### config.mk
export PLATFORM = sky130hd
export DESIGN_NAME = i2c_strap_slave
export DESIGN_NICKNAME = d
export VERILOG_FILES = /design/src/rtl/i2c_strap_slave.sv
export SDC_FILE = /design/constraint.sdc
export NUM_CORES = 1
export LEC_CHECK = 0
export ABC_AREA = 0
export BUFFER_PORTS_ARGS = -buffer_cell sky130_fd_sc_hd__clkbuf_2
export CORE_MARGIN = 3
export CORE_UTILIZATION = 50
export DETAILED_ROUTE_END_ITERATION = 7
export MAX_ROUTING_LAYER = met4
export PLACE_DENSITY = 0.8
export SLEW_MARGIN = 20
export SYNTH_ARGS = -nofsm -noshare
export SYNTH_HDL_FRONTEND = slang
export SYNTH_SLANG_ARGS = --single-unit
### constraint.sdc
create_clock -name clk -period 2.2 [get_ports clk]
set_input_delay 0.11 -clock clk [delete_from_list [all_inputs] [get_ports clk]]
set_output_delay 0.11 -clock clk [all_outputs]
set_load 0.005 [all_outputs]
### src/rtl/i2c_strap_slave.sv
module i2c_strap_slave #(
  parameter int SYNC_STAGES = 2,
  parameter int PTR_W       = 8
) (
  input  logic             clk,
  input  logic             rst_n,
  input  logic [1:0]       addr_sel,
  input  logic             scl_in,
  input  logic             sda_in,
  output logic             sda_low_en,
  output logic             wr_en,
  output logic [PTR_W-1:0] wr_addr,
  output logic [7:0]       wr_data,
  output logic             rd_req,
  output logic [PTR_W-1:0] rd_addr,
  input  logic [7:0]       rd_data
);

  typedef enum logic [2:0] {
    S_IDLE, S_ADDR, S_AACK, S_WR, S_WACK, S_RD, S_RACK, S_SKIP
  } st_t;

  logic [SYNC_STAGES-1:0] scl_sy, sda_sy;
  logic [2:0] scl_h, sda_h;
  logic scl_f, sda_f, scl_p, sda_p;
  logic scl_rise, scl_fall, start_c, stop_c;
  st_t state;
  logic [3:0] cnt;
  logic [7:0] sh, rdbuf;
  logic [PTR_W-1:0] ptr;
  logic ptr_valid, rw, first_pulse, oe, fetch;
  logic [6:0] own;

  function automatic logic maj3(input logic [2:0] v);
    return (v[0] & v[1]) | (v[0] & v[2]) | (v[1] & v[2]);
  endfunction

  always_comb begin
    case (addr_sel)
      2'b00:   own = 7'h4D;
      2'b01:   own = 7'h4A;
      2'b10:   own = 7'h4B;
      default: own = 7'h4C;
    endcase
  end

  always_ff @(posedge clk or negedge rst_n) begin
    if (!rst_n) begin
      scl_sy <= '1;
      sda_sy <= '1;
      scl_h  <= '1;
      sda_h  <= '1;
      scl_f  <= 1'b1;
      sda_f  <= 1'b1;
      scl_p  <= 1'b1;
      sda_p  <= 1'b1;
    end else begin
      scl_sy <= {scl_sy[SYNC_STAGES-2:0], scl_in};
      sda_sy <= {sda_sy[SYNC_STAGES-2:0], sda_in};
      scl_h  <= {scl_h[1:0], scl_sy[SYNC_STAGES-1]};
      sda_h  <= {sda_h[1:0], sda_sy[SYNC_STAGES-1]};
      scl_f  <= maj3(scl_h);
      sda_f  <= maj3(sda_h);
      scl_p  <= scl_f;
      sda_p  <= sda_f;
    end
  end

  assign scl_rise = scl_f & ~scl_p;
  assign scl_fall = ~scl_f & scl_p;
  assign start_c  = scl_f & scl_p & sda_p & ~sda_f;
  assign stop_c   = scl_f & scl_p & ~sda_p & sda_f;

  always_ff @(posedge clk or negedge rst_n) begin
    if (!rst_n) begin
      state       <= S_IDLE;
      cnt         <= '0;
      sh          <= '0;
      rdbuf       <= '0;
      ptr         <= '0;
      ptr_valid   <= 1'b0;
      rw          <= 1'b0;
      first_pulse <= 1'b0;
      oe          <= 1'b0;
      fetch       <= 1'b0;
      wr_en       <= 1'b0;
      wr_addr     <= '0;
      wr_data     <= '0;
    end else begin
      wr_en <= 1'b0;
      fetch <= 1'b0;
      if (fetch) rdbuf <= rd_data;
      if (scl_fall) first_pulse <= 1'b0;
      if (start_c) begin
        state       <= S_ADDR;
        cnt         <= '0;
        oe          <= 1'b0;
        first_pulse <= 1'b1;
        ptr_valid   <= 1'b0;
      end else if (stop_c && !first_pulse) begin
        state <= S_IDLE;
        oe    <= 1'b0;
      end else begin
        case (state)
          S_ADDR: begin
            if (scl_rise) begin
              sh  <= {sh[6:0], sda_f};
              cnt <= cnt + 4'd1;
            end else if (scl_fall && cnt == 4'd8) begin
              if (sh[7:1] == own) begin
                oe    <= 1'b1;
                rw    <= sh[0];
                fetch <= sh[0];
                state <= S_AACK;
              end else begin
                state <= S_SKIP;
              end
            end
          end
          S_AACK: begin
            if (scl_fall) begin
              cnt <= '0;
              if (rw) begin
                sh    <= rdbuf;
                oe    <= ~rdbuf[7];
                state <= S_RD;
              end else begin
                oe    <= 1'b0;
                state <= S_WR;
              end
            end
          end
          S_WR: begin
            if (scl_rise) begin
              sh  <= {sh[6:0], sda_f};
              cnt <= cnt + 4'd1;
            end else if (scl_fall && cnt == 4'd8) begin
              oe    <= 1'b1;
              state <= S_WACK;
              if (!ptr_valid) begin
                ptr       <= sh[PTR_W-1:0];
                ptr_valid <= 1'b1;
              end else begin
                wr_en   <= 1'b1;
                wr_addr <= ptr;
                wr_data <= sh;
                ptr     <= ptr + 1'b1;
              end
            end
          end
          S_WACK: begin
            if (scl_fall) begin
              oe    <= 1'b0;
              cnt   <= '0;
              state <= S_WR;
            end
          end
          S_RD: begin
            if (scl_rise) begin
              cnt <= cnt + 4'd1;
            end else if (scl_fall) begin
              if (cnt == 4'd8) begin
                oe    <= 1'b0;
                state <= S_RACK;
              end else begin
                oe <= ~sh[6];
                sh <= {sh[6:0], 1'b0};
              end
            end
          end
          S_RACK: begin
            if (scl_rise) begin
              ptr <= ptr + 1'b1;
              if (!sda_f) fetch <= 1'b1;
              else        state <= S_SKIP;
            end else if (scl_fall) begin
              cnt   <= '0;
              sh    <= rdbuf;
              oe    <= ~rdbuf[7];
              state <= S_RD;
            end
          end
          default: ;
        endcase
      end
    end
  end

  assign sda_low_en = oe;
  assign rd_req     = fetch;
  assign rd_addr    = ptr;

endmodule

Word-level counts from Yosys, hierarchy flattened
Index checks and enable logic that the tools add are counted.

word-level totals
  register bits after elaboration = 67
  latch bits = 0
  bits in writable memories = 0
  ROM bits = 0
  input port bits = 14
  output and inout port bits = 27
  memories kept = 0

cells by class
  add/subtract/negate cells = 2
  multipliers = 0
  divide/modulo/power cells = 0
  order comparisons = 0
  equal/unequal tests = 39
  shift-type cells = 0
  mux-type cells = 72
  bitwise logic cells = 26
  reductions and logical operators = 22

operators by type and width
  kind                                                           count
  8-bit 2-to-1 mux                                               12
  3-bit 2-to-1 mux                                               16
  4-bit != test, second input constant                           12
  1-bit 2-to-1 mux                                               32
  8-bit case mux with 4 select lines                             1
  12-bit AND reduction                                           2
  2-bit != test, second input constant                           11
  4-bit 2-to-1 mux                                               5
  3-bit case mux with 6 select lines                             1
  6-bit AND reduction                                            3
  8-bit case mux with 2 select lines                             1
  1-bit bitwise AND                                              13
  4-bit case mux with 3 select lines                             1
  11-bit AND reduction                                           1
  5-bit != test, second input constant                           2
  3-bit == test, second input constant                           3
  1-bit NOT                                                      9
  3-bit case mux with 3 select lines                             1
  8-bit by 1-bit adder with 8-bit output, second input constant  1
  4-bit AND reduction                                            2
  2-bit nonzero test                                             4
  4-bit nonzero test                                             2
  8-bit nonzero test                                             1
  7-bit == test                                                  1
  other kinds (17)                                               24

Longest topological paths before layout
Gate-level depths: netlist of the first run.

  word-level depth = 9
  mapped depth = 9
  gate-level depth less buffers = 7

Least setup slack after synthesis of the first run
No wires, ideal clock.

  path type = register to register
  start = reg scl_p
  end = reg wr_addr[6]
  setup time = 0.125 ns
  arrival = 2.014 ns
  setup slack = 0.060 ns
  cell stages (with the launch flop) = 9
  path buffers = 3
  period minus slack after synthesis = 2.140 ns
  cell sequence = dfstp_2 > inv_1 > ha_1 > buf_2 > nor4_4 > and4_4 > buf_6 > buf_8 > mux2_4

on the way
  longest elaborated chain between the ends = 6
  elaborated cells between the ends (all ways) = 14
  those cells by class = 11 x bitwise; 3 x reduce/logical

RTL lines
  element                            line    source
  start: declaration                 25      logic scl_f, sda_f, scl_p, sda_p;
  start signal: assignment           64      scl_p <= scl_f;
  1-bit bitwise AND                  71, 72
  1-bit bitwise AND (2 in series)    72      assign stop_c = scl_f & scl_p & ~sda_p & sda_f;
  1-bit logical AND                  100     end else if (stop_c && !first_pulse) begin
  1-bit NOT (no line)                n/a
  6-bit AND reduction (no line) (*)  n/a
  end signal: assignment             145     wr_addr <= ptr;
  end: declaration                   12      output logic [PTR_W-1:0] wr_addr,

Mark *: on every way between the ends. The rest lies on a longest branch, timed or not.
A chain may end at the register's enable or synchronous reset.

Worst setup path after layout of the first run
  start = reg scl_p
  end = reg rw

on the way
  longest elaborated chain between the ends = 6
  elaborated cells between the ends (all ways) = 14
  those cells by class = 11 x bitwise; 3 x reduce/logical

RTL lines
  element                            line    source
  1-bit bitwise AND                  71, 72
  1-bit bitwise AND (2 in series)    72
  1-bit logical AND                  100
  1-bit NOT (no line)                n/a
  6-bit AND reduction (no line) (*)  n/a
  end signal: assignment             112     rw <= sh[0];
  end: declaration                   31      logic ptr_valid, rw, first_pulse, oe, fetch;

Marked as above.

==> flow_metrics.py, run 1 <==
metrics = {
    "yosys": {
        "synth.yosys.seq_area_share": 0.506,
        "synthArstFlopShare": 1.00,
        "synth_enable_flop_cells": 0,
        "synth_area_um2": 3350,
        "ys_ff_latch": 67,
        "synth_nets": 313,
        "avgSynthCellArea_um2": 11.5,
        "synth.distinct_cells": 59,
        "ys.flop_type": "dfrtp_1",
        "yosysWarnings": 0,
        "synth_cells": 291,
    },
    "drt": {
        "detail-route-antenna-nets": 0,
        "drc_errors": 0,
        "drt-vias-per-instance": 5.68,
        "wl_per_cell_um": 17.0,
        "first_iter_violations": 261,
        "wl_mm": 7.58,
        "first_pass_iters": 4,
        "route.vias.total": 2533,
    },
    "layout": {
        "fin_area_um2": 4120,
        "fillCellCount": 477,
        "diodes": 0,
        "drive_above_1_share": 0.385,
        "nets": 386,
        "finish.utilization": 0.642,
        "syn_to_final_growth_pct": 23.2,
        "final_cells": 446,
    },
    "critical_path": {
        "startpoint_type": "flip-flop",
        "rrSetupSlack_ns": 0.07,
        "cp_num_cells": 7,
        "cp_num_buf_inv": 2,
        "crit_chain": "ha_2, inv_1, nor4_4, buf_4, nor3b_1, nand2_1, mux2_1",
        "cp_max_fo": 5,
        "slowest_stage": "dfstp_2",
        "regToRegEndpoint": "rw$_DFFE_PN0P_",
        "critPathCaptureType": "flip-flop",
        "required_ns": 2.43,
        "path_class": "reg2reg",
        "reg2reg_from": "scl_p$_DFF_PN1_",
        "critical_path.max_stage_delay_ns": 0.55,
        "critPathArrivalTime_ns": 2.36,
        "r2r_cells": 7,
        "path_delay_family": "simple AND/OR/NAND/NOR gates",
    },
    "placed_design": {
        "placed_cell_area_um2": 3740,
        "dp_cells": 417,
        "dp_hpwl_mm": 5.09,
        "gp_congestion": 0.948,
        "portBuffers": 40,
    },
    "pwr": {
        "power.net_switching_uw": 1610,
        "power.density_nw_per_um2": 1080,
        "power.share.clock": 0.229,
        "p_sw_frac": 0.363,
        "p_leak_uw": 0.00194,
        "power.total_uw": 4440,
        "peakVddDrop_mv": 0.708,
        "p_comb_frac": 0.353,
        "seq_power_share": 0.419,
        "p_int_uw": 2830,
    },
    "hold_path": {
        "hp-class": "in2async",
    },
    "clocking": {
        "h-tree-depth": 3,
        "cts.sinks": 67,
        "cts_tree": "built",
        "cts_inserted_buffers": 9,
        "clock_latency_ns": 0.35,
        "cts_buffer_depth": 2,
        "path_clk_slew_ns": 0.08,
        "cts_root_buffer": "clkbuf_8",
    },
    "floorplan": {
        "coreArea_um2": 6420,
        "chipHeight_um": 87.8,
        "ios": 41,
        "dieArea_um2": 7710,
        "fp.dieW_um": 87.8,
        "num_rows": 29,
        "start_util": 0.521,
    },
    "sta": {
        "slew_headroom": 0.530,
        "fin_skew_ns": 0.0114,
        "maxSlewViolCount": 0,
        "timing.fmax_mhz": 469,
        "worstMarginPinSlew_ns": 0.704,
        "finalSetupViolations": 0,
        "period_needed_ns": 2.13,
        "whs_ns": 0.340,
        "period_share": 0.968,
        "finalHoldViolations": 0,
    },
    "global_routing": {
        "overflow": 0,
        "antenna_found_initial": 0,
        "grt.total_usage": 0.219,
        "grt_max_degree": 29,
        "grt_pass1_vias": 2479,
        "grt_pass1_wl_mm": 12.5,
    },
    "status": {
        "outcome": "finished, final reports clean",
    },
    "run": {
        "cap_violations": 0,
    },
}
==> logic make-up (layout without fill, tap and decap cells) <==
kind of cell,Yosys count,count (layout),synth area share
buffers and inverters,27,105,0.0404
AND/OR/NAND/NOR,82,82,0.130
multiplexers,45,45,0.160
flip-flops,67,67,0.506
AO/OA/AOI/OAI,60,60,0.128
adder cells (fa/ha/maj),10,10,0.0359
==> cells in the mapped netlist, types with 4 or more instances <==
cell / n / area [um^2]
dfstp_2: 14 / 368
mux2_4: 9 / 135
nand2_1: 32 / 120
buf_2: 6 / 30.0
ha_1: 8 / 100
o21ai_0: 16 / 80.1
nand3_1: 11 / 55.1
nor2_1: 12 / 45.0
a21oi_1: 7 / 35.0
dfrtp_1: 53 / 1330
nor2b_1: 4 / 25.0
mux2_1: 6 / 67.6
mux2i_1: 5 / 50.1
mux2_2: 25 / 282
clkbuf_1: 4 / 15.0
inv_1: 13 / 48.8
o211ai_1: 4 / 30.0
==> routing by layer <==
metal | track usage | vias to the layer above | routed length (um)
met3 | 0.0546 | 15 | 389
met4 | 0.0711 | 0 | 118
met1 | 0.284 | 1255 | 3380
li1 | - | 1191 | -
met2 | 0.337 | 72 | 3690
met5 | - | - | 0
==> worst max path at each step <==
stage / from / end / slack [ns]
2_1_floorplan: scl_p$_DFF_PN1_ / wr_addr[6]$_DFFE_PN0P_ / 0.06
3_3_place_gp: scl_p$_DFF_PN1_ / cnt[3]$_DFFE_PN0P_ / 0.05
3_5_place_dp: scl_p$_DFF_PN1_ / cnt[3]$_DFFE_PN0P_ / -0.05
4_1_cts: scl_p$_DFF_PN1_ / cnt[3]$_DFFE_PN0P_ / 0.01
5_1_grt: scl_p$_DFF_PN1_ / rw$_DFFE_PN0P_ / -0.01
6_report: scl_p$_DFF_PN1_ / rw$_DFFE_PN0P_ / 0.07
==> repair_timing <==
action | 4_1_cts | 5_1_grt
hold endpoints to repair | 33 | 0
buffers inserted | 0 | 2
hold buffers | 11 | 0
resized for setup | 1 | 7
pin swaps | 0 | 2
endpoints found under the setup margin | 2 | 19
==> cells in the final DEF, fill, tap and decap left out, types with 3 or more instances in the layout <==
cell type / n
a21oi_1: 7
and3b_1: 3
buf_12: 3
buf_4: 22
clkbuf_2: 40
clkbuf_8: 9
dfrtp_1: 53
dfstp_2: 14
dlygate4sd3_1: 11
ha_1: 6
inv_1: 13
mux2_1: 6
mux2_2: 25
mux2_4: 9
mux2i_1: 5
nand2_1: 32
nand2b_1: 3
nand3_1: 11
nor2_1: 12
nor2b_1: 4
o211ai_1: 4
o21a_1: 3
o21ai_0: 16
o22ai_1: 3
o31ai_1: 3
==> per-stage QoR <==
stage	worst slack [ns]	setup TNS, ns
after floorplan	0.0604	0
after global placement	0.0527	0
after detailed placement	-0.0483	-0.0493
after CTS	0.0138	0
after global routing	-0.0139	-0.0139
final	0.0693	0
==> registers in the layout, summed over array words and instances, names as in the netlist, 2 cells and up <==
signal   cells
rdbuf        8
rd_addr      8
cnt          4
state        3
scl_h        3
wr_data      8
scl_sy       2
sda_h        3
wr_addr      8
sh           8
sda_sy       2
==> power groups by stage <==
stage	Clock (uW)	Sequential, uW	Combinational, uW
after detailed placement	0	1860	1500
after global routing	1090	1900	1730
final	1020	1860	1570
after global placement	0	1850	1440
after floorplan	0	1720	1060
after CTS	1040	1840	1530
==> final cells by class <==
class | count | area [um^2] | area share
Clock buffer | 10 | 128 | 0.0310
Clock inverter | 6 | 66.3 | 0.0161
Inverter | 13 | 48.8 | 0.0118
Multi-Input combinational cell | 197 | 1550 | 0.377
Sequential cell | 67 | 1690 | 0.411
Tap cell | 77 | 96.3 | 0.0234
Timing Repair Buffer | 76 | 536 | 0.130
(Power assumes the default switching activity.)
==> inputs of run 2 (changes only) <==
==> constraint.sdc (replaced) <==
create_clock -name clk -period 2.2 [get_ports clk]
set_input_delay 0.44 -clock clk [delete_from_list [all_inputs] [get_ports clk]]
set_output_delay 0.44 -clock clk [all_outputs]
set_load 0.005 [all_outputs]
==> run 2 against run 1 <==
Net effect: die area unchanged; critical path type unchanged; sequential share of layout area increased by 1.7 points; non-clock buffer count decreased by 16; worst setup slack improved by 0.0034 ns; sequential power about the same; register-to-register slack about the same; final cell count decreased by 3.6%; combinational power decreased by 3%; sequential cell count unchanged; critical endpoint is now cnt[3]$_DFFE_PN0P_.
==> flow_metrics.py, run 2 (synthesis gave the netlist of run 1 again) <==
metrics = {
    "drt": {
        "drc_errors": 0,
        "dr_wl_met3_um": 444,
        "wl_per_cell_um": 16.7,
        "first_pass_iters": 4,
        "wl_mm": 7.17,
        "met1Wirelength_mm": 3.20,
        "detail-route-antenna-nets": 0,
        "route.vias.total": 2457,
        "wl_met2_mm": 3.39,
        "dr.max_layer_used": "met4",
        "first_iter_violations": 291,
        "drt-vias-per-instance": 5.71,
    },
    "global_routing": {
        "grt_max_degree": 68,
        "overflow": 0,
        "antenna_found_initial": 0,
        "grt.total_usage": 0.205,
        "grt_pass1_wl_mm": 11.6,
        "grt_pass1_vias": 2383,
    },
    "sta": {
        "timing.fmax_mhz": 470,
        "maxSlewViolCount": 0,
        "finalSetupViolations": 0,
        "finalHoldViolations": 0,
        "slew_headroom": 0.694,
        "period_share": 0.967,
        "period_needed_ns": 2.13,
        "fin_skew_ns": 0.0107,
        "worstMarginPinSlew_ns": 0.457,
    },
    "floorplan": {
        "num_rows": 29,
        "ios": 41,
        "fp.dieW_um": 87.8,
        "chipHeight_um": 87.8,
        "start_util": 0.521,
        "coreArea_um2": 6420,
        "dieArea_um2": 7710,
    },
    "hold_path": {
        "hp-class": "in2async",
    },
    "clocking": {
        "cts_root_buffer": "clkbuf_8",
        "clock_latency_ns": 0.34,
        "path_clk_slew_ns": 0.07,
        "h-tree-depth": 3,
        "cts.sinks": 67,
        "ctsHoldBuffers": 0,
        "cts_tree": "built",
        "cts_inserted_buffers": 9,
        "cts_buffer_depth": 2,
    },
    "layout": {
        "diodes": 0,
        "register_area_um2": 1690,
        "fillCellCount": 505,
        "mostFrequentLayoutCells": "53 x dfrtp_1, 40 x clkbuf_2, 32 x nand2_1, 25 x mux2_2, 17 x buf_4",
        "syn_to_final_growth_pct": 18.4,
        "drive_above_1_share": 0.385,
        "fin_area_um2": 3960,
        "multi_input_area_um2": 1550,
        "final_common_cell": "dfrtp_1",
        "nets": 370,
        "final_cells": 430,
    },
    "status": {
        "outcome": "finished, final reports clean",
    },
    "placed_design": {
        "placed_cell_area_um2": 3720,
        "portBuffers": 40,
        "dp_hpwl_mm": 5.06,
        "gp_congestion": 0.929,
        "dp_cells": 413,
    },
    "pwr": {
        "power.density_nw_per_um2": 1080,
        "p_leak_uw": 0.00186,
        "peakVddDrop_mv": 0.839,
    },
    "run": {
        "cap_violations": 0,
    },
    "critical_path": {
        "path_class": "reg2reg",
        "startpoint_type": "flip-flop",
        "r2r_cells": 7,
        "cp_max_fo": 7,
        "reg2reg_from": "scl_p$_DFF_PN1_",
        "critPathArrivalTime_ns": 2.38,
        "rrSetupSlack_ns": 0.07,
        "critPathCaptureType": "flip-flop",
        "regToRegEndpoint": "cnt[3]$_DFFE_PN0P_",
        "required_ns": 2.46,
    },
}
-- run 2: layer usage --
layer / global-route usage / vias up
met5: - / -
met1: 0.279 / 1203
li1: - / 1163
met3: 0.0630 / 15
met2: 0.290 / 76
met4: 0.0725 / 0
-- run 2: layout make-up --
class,count,share of cell area
tap,77,0.0243
timing repair buffer,60,0.0979
clock buffer,12,0.0395
sequential,67,0.428
multi-input combinational,197,0.391
clock inverter,4,0.00664
inverter,13,0.0123
-- run 2: power breakdown --
| group | switching (uW) | internal (uW) |
|---|---|---|
| combinational | 760 | 760 |
| clock | 461 | 476 |
| sequential | 328 | 1500 |
-- run 2: per-stage QoR --
step / worst slack, ns / TNS, ns / util / hold WS (ns) / total power, uW
2_1_floorplan: 0.0604 / 0 / - / 0.144 / 2780
5_1_grt: -0.0136 / -0.0136 / 0.617 / 0.116 / 4580
6_report: 0.0727 / 0 / 0.617 / 0.104 / 4290
4_1_cts: 0.00528 / 0 / 0.608 / 0.114 / 4280
3_3_place_gp: 0.0541 / 0 / 0.580 / 0.345 / 3250
3_5_place_dp: 0.0157 / 0 / 0.580 / 0.348 / 3340
-- run 2: worst max-delay path: stages (launching register included) --
cell and delay, ns:
dfstp_2 0.55, inv_1 0.07, ha_4 0.18, and3_2 0.25, a2111oi_4 0.33, a211oi_2 0.08, or4_1 0.51, o211ai_1 0.09
-- run 2: what timing repair did --
item | in CTS | in global routing
setup endpoints to repair | 0 | 25
endpoints found under the hold margin | 0 | 0
setup buffers | 0 | 1
gates resized for setup | 0 | 7
-- run 2: worst max path at each step --
stage	start	end	cells after the start
6_report	scl_p$_DFF_PN1_	cnt[3]$_DFFE_PN0P_	7
5_1_grt	scl_p$_DFF_PN1_	cnt[3]$_DFFE_PN0P_	7
4_1_cts	scl_p$_DFF_PN1_	cnt[3]$_DFFE_PN0P_	7
3_5_place_dp	scl_p$_DFF_PN1_	cnt[3]$_DFFE_PN0P_	7
3_3_place_gp	scl_p$_DFF_PN1_	cnt[3]$_DFFE_PN0P_	7
2_1_floorplan	scl_p$_DFF_PN1_	wr_addr[6]$_DFFE_PN0P_	8
